<file path="config.mk">
export PLATFORM = sky130hd
export DESIGN_NAME = vid_irq_ctrl
export DESIGN_NICKNAME = d
export VERILOG_FILES = /design/src/rtl/vic_pkg.sv /design/src/rtl/vic_regs.sv /design/src/rtl/vic_irq_gen.sv /design/src/rtl/vic_nmi_delay.sv /design/src/rtl/vic_status.sv /design/src/rtl/vid_irq_ctrl.sv
export SDC_FILE = /design/constraint.sdc
export NUM_CORES = 1
export LEC_CHECK = 0
export BUFFER_PORTS_ARGS = -buffer_cell sky130_fd_sc_hd__buf_2
export CELL_PAD_IN_SITES_DETAIL_PLACEMENT = 0
export CELL_PAD_IN_SITES_GLOBAL_PLACEMENT = 2
export CORE_MARGIN = 2
export CORE_UTILIZATION = 34
export CTS_BUF_LIST = sky130_fd_sc_hd__clkbuf_16
export CTS_CLUSTER_SIZE = 16
export DETAILED_ROUTE_END_ITERATION = 10
export PLACE_DENSITY = 0.81
export SYNTH_ARGS = -nofsm -noshare
export SYNTH_HDL_FRONTEND = slang
export SYNTH_SLANG_ARGS = --single-unit
</file>
<file path="constraint.sdc">
create_clock -name clk -period 3.5 [get_ports clk]
set_clock_uncertainty 0.2 [all_clocks]
set_input_delay 0.35 -clock clk [delete_from_list [all_inputs] [get_ports clk]]
set_output_delay 0.35 -clock clk [all_outputs]
set_load 0.02 [all_outputs]
</file>
<file path="src/rtl/vic_pkg.sv">
package vic_pkg;

    localparam int DATA_W = 8;
    localparam int ADDR_W = 4;

    typedef enum logic [ADDR_W-1:0] {
        RA_IEN  = 4'd0,
        RA_HTL  = 4'd1,
        RA_HTH  = 4'd2,
        RA_VTL  = 4'd3,
        RA_VTH  = 4'd4,
        RA_NMIF = 4'd5,
        RA_TMRF = 4'd6,
        RA_STAT = 4'd7,
        RA_GPIO = 4'd8
    } reg_addr_e;

    localparam int IEN_NMI_BIT  = 7;
    localparam int IEN_VIRQ_BIT = 5;
    localparam int IEN_HIRQ_BIT = 4;
    localparam int FLAG_BIT     = 7;
    localparam logic [3:0] CHIP_VERSION = 4'h2;

    typedef enum logic [1:0] {
        MODE_OFF = 2'b00,
        MODE_H   = 2'b01,
        MODE_V   = 2'b10,
        MODE_HV  = 2'b11
    } irq_mode_e;

    typedef enum logic {
        IRQ_CLEAR  = 1'b0,
        IRQ_ACTIVE = 1'b1
    } irq_state_e;

    typedef enum logic [1:0] {
        NMI_IDLE = 2'd0,
        NMI_WAIT = 2'd1,
        NMI_FIRE = 2'd2
    } nmi_state_e;

endpackage

</file>
<file path="src/rtl/vic_regs.sv">
module vic_regs
    import vic_pkg::*;
#(
    parameter int CNT_W = 9
) (
    input  logic                 clk,
    input  logic                 rst_n,
    input  logic                 bus_sel,
    input  logic                 bus_we,
    input  logic [ADDR_W-1:0]    bus_addr,
    input  logic [DATA_W-1:0]    bus_wdata,
    output logic [DATA_W-1:0]    bus_rdata,
    input  logic                 tmr_flag,
    input  logic                 nmi_flag,
    input  logic                 stat_vblank,
    input  logic                 stat_hblank,
    input  logic                 stat_busy,
    output logic                 nmi_en,
    output irq_mode_e            irq_mode,
    output logic [CNT_W-1:0]     htime,
    output logic [CNT_W-1:0]     vtime,
    output logic                 tmr_clr,
    output logic                 nmif_read,
    output logic                 gpio_rise
);

    localparam int HI_W = CNT_W - 8;

    logic [DATA_W-1:0] ien_q;
    logic [DATA_W-1:0] gpio_q;
    logic [CNT_W-1:0]  htime_q;
    logic [CNT_W-1:0]  vtime_q;
    logic              wr;
    logic              rd;

    assign wr = bus_sel &&  bus_we;
    assign rd = bus_sel && !bus_we;

    always_ff @(posedge clk) begin
        if (!rst_n) begin
            ien_q   <= '0;
            gpio_q  <= '1;
            htime_q <= '1;
            vtime_q <= '1;
        end else if (wr) begin
            case (bus_addr)
                RA_IEN:  ien_q <= bus_wdata;
                RA_HTL:  htime_q[7:0] <= bus_wdata;
                RA_HTH:  htime_q[CNT_W-1:8] <= bus_wdata[HI_W-1:0];
                RA_VTL:  vtime_q[7:0] <= bus_wdata;
                RA_VTH:  vtime_q[CNT_W-1:8] <= bus_wdata[HI_W-1:0];
                RA_GPIO: gpio_q <= bus_wdata;
                default: ;
            endcase
        end
    end

    assign nmi_en   = ien_q[IEN_NMI_BIT];
    assign irq_mode = irq_mode_e'({ien_q[IEN_VIRQ_BIT], ien_q[IEN_HIRQ_BIT]});
    assign htime    = htime_q;
    assign vtime    = vtime_q;

    // timer flag is cleared by any access to it, or by an enable write
    // that turns off both compare sources
    assign tmr_clr = (bus_sel && bus_addr == RA_TMRF)
                   || (wr && bus_addr == RA_IEN
                       && bus_wdata[IEN_VIRQ_BIT] == 1'b0
                       && bus_wdata[IEN_HIRQ_BIT] == 1'b0);
    assign nmif_read = rd && bus_addr == RA_NMIF;
    assign gpio_rise = wr && bus_addr == RA_GPIO
                     && !gpio_q[FLAG_BIT] && bus_wdata[FLAG_BIT];

    always_comb begin
        bus_rdata = '0;
        case (bus_addr)
            RA_IEN:  bus_rdata = ien_q;
            RA_HTL:  bus_rdata = htime_q[7:0];
            RA_HTH:  bus_rdata[HI_W-1:0] = htime_q[CNT_W-1:8];
            RA_VTL:  bus_rdata = vtime_q[7:0];
            RA_VTH:  bus_rdata[HI_W-1:0] = vtime_q[CNT_W-1:8];
            RA_NMIF: bus_rdata = {nmi_flag, 3'b000, CHIP_VERSION};
            RA_TMRF: bus_rdata[FLAG_BIT] = tmr_flag;
            RA_STAT: bus_rdata = {stat_vblank, stat_hblank, 5'b00000, stat_busy};
            RA_GPIO: bus_rdata = gpio_q;
            default: bus_rdata = '0;
        endcase
    end

endmodule

</file>
<file path="src/rtl/vic_irq_gen.sv">
module vic_irq_gen
    import vic_pkg::*;
#(
    parameter int CNT_W = 9
) (
    input  logic             clk,
    input  logic             rst_n,
    input  irq_mode_e        irq_mode,
    input  logic [CNT_W-1:0] htime,
    input  logic [CNT_W-1:0] vtime,
    input  logic [CNT_W-1:0] h_count,
    input  logic [CNT_W-1:0] v_count,
    input  logic             dot_tick,
    input  logic             line_start,
    input  logic             tmr_clr,
    output logic             irq_event,
    output logic             irq
);

    irq_state_e state_q;
    irq_state_e state_d;
    logic       h_hit;
    logic       v_hit;

    assign h_hit = (h_count == htime);
    assign v_hit = (v_count == vtime);

    always_comb begin
        irq_event = 1'b0;
        unique case (irq_mode)
            MODE_OFF: irq_event = 1'b0;
            MODE_H:   irq_event = dot_tick && h_hit;
            MODE_V:   irq_event = line_start && v_hit;
            MODE_HV:  irq_event = dot_tick && h_hit && v_hit;
        endcase
    end

    always_ff @(posedge clk) begin
        if (!rst_n) state_q <= IRQ_CLEAR;
        else        state_q <= state_d;
    end

    always_comb begin
        state_d = state_q;
        unique case (state_q)
            IRQ_CLEAR:  if (irq_event) state_d = IRQ_ACTIVE;
            IRQ_ACTIVE: if (!irq_event && tmr_clr) state_d = IRQ_CLEAR;
        endcase
    end

    always_comb begin
        irq = (state_q == IRQ_ACTIVE);
    end

endmodule

</file>
<file path="src/rtl/vic_nmi_delay.sv">
module vic_nmi_delay
    import vic_pkg::*;
#(
    parameter int NMI_DELAY = 12
) (
    input  logic clk,
    input  logic rst_n,
    input  logic start,
    output logic nmi
);

    localparam int CW = (NMI_DELAY > 2) ? $clog2(NMI_DELAY) : 1;
    localparam logic [CW-1:0] LOAD = CW'(NMI_DELAY - 1);

    nmi_state_e     state_q;
    nmi_state_e     state_d;
    logic [CW-1:0]  cnt_q;

    always_ff @(posedge clk) begin
        if (!rst_n) begin
            state_q <= NMI_IDLE;
            cnt_q   <= '0;
        end else begin
            state_q <= state_d;
            if (state_q != NMI_WAIT && start) cnt_q <= LOAD;
            else if (state_q == NMI_WAIT && cnt_q != '0) cnt_q <= cnt_q - 1'b1;
        end
    end

    always_comb begin
        state_d = state_q;
        unique case (state_q)
            NMI_IDLE: if (start) state_d = NMI_WAIT;
            NMI_WAIT: if (cnt_q == '0) state_d = NMI_FIRE;
            NMI_FIRE: state_d = start ? NMI_WAIT : NMI_IDLE;
            default:  state_d = NMI_IDLE;
        endcase
    end

    always_comb begin
        nmi = (state_q == NMI_FIRE);
    end

endmodule

</file>
<file path="src/rtl/vic_status.sv">
module vic_status (
    input  logic clk,
    input  logic rst_n,
    input  logic vblank_start,
    input  logic hblank_start,
    input  logic line_start,
    input  logic first_line,
    input  logic autoread_done,
    input  logic nmif_read,
    output logic nmi_flag,
    output logic vblank,
    output logic hblank,
    output logic busy
);

    always_ff @(posedge clk) begin
        if (!rst_n) begin
            nmi_flag <= 1'b0;
            vblank   <= 1'b0;
            hblank   <= 1'b0;
            busy     <= 1'b0;
        end else begin
            // setting events take priority over clearing ones
            if (vblank_start)                         nmi_flag <= 1'b1;
            else if (nmif_read || (line_start && first_line)) nmi_flag <= 1'b0;

            if (vblank_start)                         vblank <= 1'b1;
            else if (line_start && first_line)        vblank <= 1'b0;

            if (hblank_start)                         hblank <= 1'b1;
            else if (line_start)                      hblank <= 1'b0;

            if (vblank_start)                         busy <= 1'b1;
            else if (autoread_done)                   busy <= 1'b0;
        end
    end

endmodule

</file>
<file path="src/rtl/vid_irq_ctrl.sv">
module vid_irq_ctrl
    import vic_pkg::*;
#(
    parameter int CNT_W     = 9,
    parameter int NMI_DELAY = 12
) (
    input  logic              clk,
    input  logic              rst_n,
    input  logic              bus_sel,
    input  logic              bus_we,
    input  logic [3:0]        bus_addr,
    input  logic [7:0]        bus_wdata,
    output logic [7:0]        bus_rdata,
    input  logic [CNT_W-1:0]  h_count,
    input  logic [CNT_W-1:0]  v_count,
    input  logic              dot_tick,
    input  logic              hblank_start,
    input  logic              line_start,
    input  logic              vblank_start,
    input  logic              autoread_done,
    output logic              nmi,
    output logic              irq,
    output logic              latch_strobe
);

    logic             nmi_en;
    irq_mode_e        irq_mode;
    logic [CNT_W-1:0] htime;
    logic [CNT_W-1:0] vtime;
    logic             tmr_clr;
    logic             nmif_read;
    logic             gpio_rise;
    logic             irq_event;
    logic             nmi_flag;
    logic             st_vblank;
    logic             st_hblank;
    logic             st_busy;
    logic             strobe_q;

    vic_regs #(.CNT_W(CNT_W)) u_regs (
        .clk         (clk),
        .rst_n       (rst_n),
        .bus_sel     (bus_sel),
        .bus_we      (bus_we),
        .bus_addr    (bus_addr),
        .bus_wdata   (bus_wdata),
        .bus_rdata   (bus_rdata),
        .tmr_flag    (irq),
        .nmi_flag    (nmi_flag),
        .stat_vblank (st_vblank),
        .stat_hblank (st_hblank),
        .stat_busy   (st_busy),
        .nmi_en      (nmi_en),
        .irq_mode    (irq_mode),
        .htime       (htime),
        .vtime       (vtime),
        .tmr_clr     (tmr_clr),
        .nmif_read   (nmif_read),
        .gpio_rise   (gpio_rise)
    );

    vic_irq_gen #(.CNT_W(CNT_W)) u_irq (
        .clk        (clk),
        .rst_n      (rst_n),
        .irq_mode   (irq_mode),
        .htime      (htime),
        .vtime      (vtime),
        .h_count    (h_count),
        .v_count    (v_count),
        .dot_tick   (dot_tick),
        .line_start (line_start),
        .tmr_clr    (tmr_clr),
        .irq_event  (irq_event),
        .irq        (irq)
    );

    vic_nmi_delay #(.NMI_DELAY(NMI_DELAY)) u_nmi (
        .clk   (clk),
        .rst_n (rst_n),
        .start (vblank_start && nmi_en),
        .nmi   (nmi)
    );

    vic_status u_stat (
        .clk           (clk),
        .rst_n         (rst_n),
        .vblank_start  (vblank_start),
        .hblank_start  (hblank_start),
        .line_start    (line_start),
        .first_line    (v_count == '0),
        .autoread_done (autoread_done),
        .nmif_read     (nmif_read),
        .nmi_flag      (nmi_flag),
        .vblank        (st_vblank),
        .hblank        (st_hblank),
        .busy          (st_busy)
    );

    always_ff @(posedge clk) begin
        if (!rst_n) strobe_q <= 1'b0;
        else        strobe_q <= irq_event || gpio_rise;
    end

    assign latch_strobe = strobe_q;

endmodule

</file>
==> flow_metrics.tcl, run 1 <==
set metrics [dict create \
    status "finished clean" \
    worstRegToRegCells 5 \
    critPathCaptureType "output port" \
    cap_violations 0 \
    start_util 0.347 \
    dp_hpwl_um 5180 \
    floorplan.die_area_sq_um 7540 \
    vias 2177 \
    netlist_area_sq_um 2330 \
    worstSkewPairLatency_ns 0.28 \
    clk_pin_slew_ns 0.06 \
    finalMaxSlewViolations 0 \
    rsz0062_at_grt "no" \
    worstMarginPinSlew_ns 0.641 \
    powerDensity_nw_per_um2 408 \
    synthCells 287 \
    drtPass1Iterations 6 \
    cts_resized 0 \
    yosysTopAreaCell "dfxtp_1" \
    dieHeight_um 86.8 \
    cp-start-kind "primary input" \
    vias_per_cell 5.32 \
    htreeDepth 2 \
    synthDistinctLibCells 39 \
    yosys_warnings 0 \
    crit_type "in2out" \
    dp_slack_ns 0.926 \
    arrival_ns 1.78 \
    drt_wl_total_um 7090 \
    dieWidth_um 86.8 \
    required_ns 2.95 \
    synth_seq_cells 46 \
    drive_gt1_frac 0.191 \
    core.rowCount 30 \
    grt_max_degree 31 \
    yosysTopAreaCellShare 0.395 \
    post_cts_buffers 0 \
    drt-initial-drc-count 195 \
    synth_area_leaders "dfxtp_1, nand2_1, mux2i_1" \
    syn-num-nets 327 \
    synth_ff_type "dfxtp_1" \
    max_freq_ghz 0.430 \
    grt_pass1_wl_um 11500 \
    finalCritPeriodShare 0.664 \
    reg2reg_slack_ns 1.59 \
    grtUsageTotal 0.202 \
    avgSynthCellArea_sq_um 8.13 \
    numCtsBuffers 5 \
    fin_tns_setup_ns 0 \
    yosys.cell_count.top_type "nand2_1" \
    wl_per_cell_um 17.3 \
    fin_util 0.407 \
    grt_pass1_vias 2116 \
    setup_viol 0 \
    hold_violations 0 \
    ir_drop_v 0.000172 \
    cts_tree "built" \
    nets 368 \
    yosysSeqAreaShare 0.395 \
    cp_max_fo 20 \
    post-route-drc-count 0 \
    slew_headroom 0.571 \
    min_path_type "in2reg" \
    holdPathStages 3 \
    cts.sinks 46 \
    p_total_mw 1.12 \
    port_buffers 49 \
    synth-edff-count 0 \
    nFillCells 708 \
    area_growth_pct 17.1 \
    holdWs_ns 0.0784 \
    antenna_found_initial 0 \
    core-area_sq_um 6720 \
    synth_common_cells "nand2_1, dfxtp_1, nand3_1" \
    ios 50 \
    cts_root_buf "clkbuf_16" \
    hold_buffers 0 \
    ant_nets 0 \
    gp_congestion 0.827 \
    overflow 0 \
    p_leak_nw 1.20 \
    cts_buffer_depth 2 \
    fin_ws_ns 1.17 \
    synthArstFlopShare 0 \
    fin_crit_ns 2.33 \
    antenna_cells 0 \
]
-- layout make-up --
type,instances,area [sq um],share of cell area
Clock inverter,3,12.5,0.00458
Clock buffer,5,125,0.0458
Inverter,5,18.8,0.00687
Timing Repair Buffer,50,253,0.0925
Sequential cell,46,921,0.337
Tap cell,80,100,0.0366
Multi-Input combinational cell,220,1300,0.476
-- worst paths after layout --
kind                   startpoint              end
setup / recovery      bus_addr[1]     bus_rdata[6]
hold / removal       hblank_start    u_stat.hblank
setup reg to reg  u_regs.vtime[7]        u_irq.irq
hold reg to reg   u_regs.ien_q[0]  u_regs.ien_q[0]
-- per-stage QoR --
stage          cell area, sq um  cells
2_1_floorplan              2330    287
5_1_grt                    2730    409
6_report                   2730    409
3_5_place_dp               2590    401
4_1_cts                    2730    409
3_3_place_gp               2590    401
-- flip-flops by register name (all words and copies together) (netlist names) --
name             flops
u_regs.gpio_q        8
u_stat.vblank        1
u_regs.htime         9
u_irq.irq            1
u_stat.hblank        1
u_nmi.state_q        2
latch_strobe         1
u_stat.busy          1
u_stat.nmi_flag      1
u_regs.vtime         9
u_regs.ien_q         8
u_nmi.cnt_q          4
-- where the power goes --
group	switching, mW	internal [mW]	leakage (nW)
registers	0.00558	0.531	0.373
clock network	0.189	0.258	0.0724
logic	0.0800	0.0513	0.750
-- critical path, stage by stage --
cell	delay [ns]
buf_2	0.24
nor4b_4	0.67
a32oi_1	0.21
o21ai_0	0.12
buf_2	0.18
-- routing by layer --
| metal | track usage | wire length (um) |
|---|---|---|
| met1 | 0.294 | 3320 |
| met2 | 0.305 | 3200 |
| met3 | 0.0371 | 507 |
| met4 | 0.0511 | 61 |
| met5 | 0 | 0 |
-- cell usage in the layout (no fill, tap or decap), drive strengths merged, types with 4 or more instances in the layout --
| master | Yosys | layout |
|---|---|---|
| o21ai | 10 | 10 |
| nand3 | 28 | 28 |
| nor3 | 4 | 4 |
| nand4 | 4 | 4 |
| inv | 4 | 5 |
| mux2i | 15 | 15 |
| nand2 | 65 | 65 |
| clkbuf | 7 | 5 |
| buf | 9 | 50 |
| dfxtp | 46 | 46 |
| a21oi | 18 | 18 |
| xnor2 | 16 | 16 |
| nor2 | 15 | 15 |
| a22o | 4 | 4 |
| nor2b | 4 | 4 |
-- kinds of logic (layout without fill, tap and decap cells) --
logic type | Yosys count | after routing | share of synthesized area
adder cells (fa/ha/maj) | 1 | 1 | 0.00536
AO/OA/AOI/OAI | 44 | 44 | 0.114
XOR/XNOR | 19 | 19 | 0.0714
flip-flops | 46 | 46 | 0.395
buffers and inverters | 21 | 63 | 0.0472
multiplexers | 19 | 19 | 0.0885
AND/OR/NAND/NOR | 137 | 137 | 0.278
(Power assumes the default switching activity.)
==> inputs of run 2 (changes only) <==
Settings changed: CORE_UTILIZATION 34 to 31, PLACE_DENSITY 0.81 to 0.74.
Clock period 3.5 ns to 2.35 ns, I/O delays scaled along.
==> flow_metrics.tcl, run 2 (synthesis gave the netlist of run 1 again) <==
set metrics [dict create \
    fin_crit_ns 2.03 \
    startpoint "bus_addr[0]" \
    mostFrequentLayoutCells "nand2_1, buf_2, dfxtp_1, nand3_1, a21oi_1" \
    htreeDepth 2 \
    powerDensity_nw_per_um2 612 \
    worstHoldStart "vblank_start" \
    cts.sinks 46 \
    hold_violations 0 \
    dp_slack_ns 0.303 \
    grt_max_degree 30 \
    clockPowerShare 0.417 \
    drive_gt1_frac 0.204 \
    p_total_mw 1.71 \
    gp_congestion 0.748 \
    grt_pass1_vias 2048 \
    drt_wl_total_um 7110 \
    status "finished clean" \
    numCtsBuffers 5 \
    cts_buffer_depth 2 \
    min_path_type "in2reg" \
    vias_per_cell 5.03 \
    antenna_found_initial 0 \
    cp_max_fo 19 \
    fin_util 0.386 \
    cp-start-kind "primary input" \
    ant_nets 0 \
    dp_hpwl_um 5400 \
    drtPass1Iterations 4 \
    arrival_ns 1.59 \
    worstSkewPairLatency_ns 0.29 \
    port_buffers 49 \
    nets 372 \
    dieWidth_um 90.7 \
    core.rowCount 31 \
    required_ns 1.91 \
    cts_tree "built" \
    seqPwrFrac 0.466 \
    drt-initial-drc-count 142 \
    worstMarginPinSlew_ns 0.560 \
    post-route-drc-count 0 \
    p_leak_nw 1.21 \
    crit_type "in2out" \
    vias 2174 \
    dieHeight_um 90.7 \
    wl_per_cell_um 16.5 \
    max_freq_ghz 0.493 \
    p_sw_uw 443 \
    cts_root_buf "clkbuf_16" \
    intPower_mw 1.27 \
    clk_pin_slew_ns 0.07 \
    rsz0062_at_grt "no" \
    holdWs_ns 0.0171 \
    slew_headroom 0.626 \
    setup_viol 0 \
    fin_ws_ns 0.324 \
    finalMaxSlewViolations 0 \
    final_common_cell "nand2_1" \
    floorplan.die_area_sq_um 8230 \
    core-area_sq_um 7250 \
    critPathCaptureType "output port" \
    combPwrFrac 0.117 \
    start_util 0.322 \
    fin_tns_setup_ns 0 \
    area_growth_pct 20.1 \
    cap_violations 0 \
    ios 50 \
    swShare 0.259 \
    grtUsageTotal 0.175 \
    ir_drop_v 0.000251 \
    r2r-start "u_nmi.cnt_q[0]" \
    grt_pass1_wl_um 11200 \
    finalCritPeriodShare 0.862 \
    overflow 0 \
    antenna_cells 0 \
]
==> run 2: power by group through the flow <==
stage          sequential (mW)  combinational (mW)  clock, mW
2_1_floorplan            0.813               0.113          0
3_3_place_gp             0.817               0.199          0
3_5_place_dp             0.817               0.200          0
4_1_cts                  0.799               0.201      0.733
5_1_grt                  0.800               0.219      0.768
6_report                 0.799               0.201      0.714
==> run 2: path summary, 6_finish.rpt <==
kind	endpoint	slack, ns	cells after the start
worst max-delay path	bus_rdata[0]	0.32	5
worst min-delay path	u_stat.vblank	0.02	3
worst max register to register	u_nmi.cnt_q[2]	0.51	7
worst min register to register	u_regs.ien_q[2]	0.27	2
==> run 2: critical path, stage by stage <==
cell and delay (ns):
buf_2 0.36, mux4_2 0.57, o21ai_0 0.17, o21ai_0 0.09, buf_2 0.16
==> run 2: cell type report <==
cell class / count / area [sq um]
sequential: 46 / 921
fill: 815 / 4450
clock buffer: 5 / 125
timing repair buffer: 54 / 285
tap: 99 / 124
clock inverter: 3 / 25.0
inverter: 5 / 18.8
multi-input combinational: 220 / 1300
==> run 2: metrics by stage <==
stage / cells / instance area (sq um)
floorplan: 287 / 2330
global placement: 423 / 2640
detailed placement: 423 / 2640
CTS: 432 / 2800
global route: 432 / 2800
finish: 432 / 2800
==> run 2: repair_timing <==
action                                 in CTS  in global routing
endpoints found under the hold margin       1                  0
buffers inserted                            0                  0
hold buffers                                1                  0
gates resized for setup                     0                  0
==> run 2: layer usage <==
layer  GRT usage  up-vias  wire length [um]
li1            -     1079                 -
met1       0.252     1031              3490
met2       0.262       57              3160
met3      0.0342        7               355
met4      0.0538        0               102
met5           0        -                 0
==> inputs of run 3 (changes only) <==
Settings changed: CORE_UTILIZATION 31 to 34, PLACE_DENSITY 0.74 to 0.81.
Clock period 2.35 ns to 2.4 ns, I/O delays scaled along.
==> flow_metrics.tcl, run 3 (synthesis gave the netlist of run 1 again) <==
set metrics [dict create \
    holdPathStages 3 \
    ios 50 \
    cp_cell_sequence "buf_2 > nor4b_4 > a32oi_1 > o21ai_0 > buf_2" \
    core-area_sq_um 6720 \
    clk_pin_slew_ns 0.06 \
    fin_ws_ns 0.309 \
    worstRegToRegCells 5 \
    grtUsageTotal 0.201 \
    grt_pass1_vias 2069 \
    nets 371 \
    dp_hpwl_um 5220 \
    p_total_mw 1.64 \
    cts.sinks 46 \
    cp_max_fo 20 \
    area_growth_pct 18.2 \
    worstMarginPinSlew_ns 0.667 \
    grt_pass1_wl_um 11300 \
    slew_headroom 0.554 \
    antenna_cells 0 \
    dieWidth_um 86.8 \
    port_buffers 49 \
    finalCritPeriodShare 0.871 \
    drive_gt1_frac 0.196 \
    post-route-drc-count 0 \
    grt_max_degree 30 \
    ir_drop_v 0.000249 \
    setup_viol 0 \
    dp_slack_ns 0.189 \
    final_common_cell "nand2_1" \
    gp_congestion 0.792 \
    holdWs_ns 0.0206 \
    nFillCells 721 \
    min_path_type "in2reg" \
    fin_tns_setup_ns 0 \
    cts_buffer_depth 2 \
    wl_per_cell_um 17.0 \
    floorplan.die_area_sq_um 7540 \
    crit_type "in2out" \
    cts_tree "built" \
    postPlaceCellArea_sq_um 2610 \
    finalMaxSlewViolations 0 \
    fin_crit_ns 2.09 \
    status "finished clean" \
    cts_root_buf "clkbuf_16" \
    cp_common_cell "buf_2" \
    powerDensity_nw_per_um2 596 \
    dieHeight_um 86.8 \
    antenna_found_initial 0 \
    cts_resized 0 \
    overflow 0 \
    slowest_stage "nor4b_4" \
    critPathCaptureType "output port" \
    vias_per_cell 5.23 \
    ant_nets 0 \
    mostFrequentLayoutCells "nand2_1, buf_2, dfxtp_1, nand3_1, a21oi_1" \
    max_freq_ghz 0.478 \
    cp-start-kind "primary input" \
    core.rowCount 30 \
    start_util 0.347 \
    cap_violations 0 \
    drtPass1Iterations 4 \
    vias 2154 \
    arrival_ns 1.65 \
    required_ns 1.96 \
    worstSkewPairLatency_ns 0.29 \
    drt-initial-drc-count 157 \
    final_cell_area_sq_um 2760 \
    slowest_delay_ns 0.69 \
    htreeDepth 2 \
    numCtsBuffers 5 \
    p_leak_nw 1.21 \
    rsz0062_at_grt "no" \
    hold_violations 0 \
    drt_wl_total_um 7010 \
]
==> run 3: changes by cell type in the layout (fill, tap and decap cells not counted), sizes merged <==
cell      previous run  this run
buf                 53        52
clkinvlp             1         0
clkinv               2         3
==> run 3: per-layer routing <==
layer | track usage | wire length [um]
met1 | 0.290 | 3440
met2 | 0.298 | 3040
met3 | 0.0438 | 423
met4 | 0.0653 | 106
met5 | 0 | 0
==> run 3: final timing paths <==
kind / start / to / slack (ns)
max: bus_addr[1] / bus_rdata[6] / 0.31
min: vblank_start / u_stat.nmi_flag / 0.02
max reg2reg: u_regs.vtime[7] / u_irq.irq / 0.54
min reg2reg: u_regs.ien_q[3] / u_regs.ien_q[3] / 0.26
==> run 3: timing repair <==
action                                 4_1_cts  5_1_grt
buffers inserted                             0        0
hold buffers                                 1        0
endpoints found under the hold margin        1        0
==> run 3: final cells by class <==
class | instances | area (sq um) | share of cell area
repair buffers | 53 | 278 | 0.101
multi-input cells | 220 | 1300 | 0.472
flip-flops and latches | 46 | 921 | 0.334
clock inverters | 3 | 12.5 | 0.00454
inverters | 5 | 18.8 | 0.00681
well taps | 80 | 100 | 0.0363
clock buffers | 5 | 125 | 0.0454
==> run 3: through the flow <==
stage / utilization / cells
detailed placement: 0.388 / 403
global route: 0.410 / 412
CTS: 0.410 / 412
floorplan: - / 287
finish: 0.410 / 412
global placement: 0.388 / 403
==> run 3: worst max-delay path, delay by kind of cell <==
family	cells	cell delay (ns)
simple gates	1	0.69
compound gates	2	0.30
buf+inv	2	0.42
==> run 3: where the power goes <==
| group | internal, mW | switching [mW] |
|---|---|---|
| Clock | 0.377 | 0.288 |
| Sequential | 0.774 | 0.00843 |
| Combinational | 0.0780 | 0.116 |
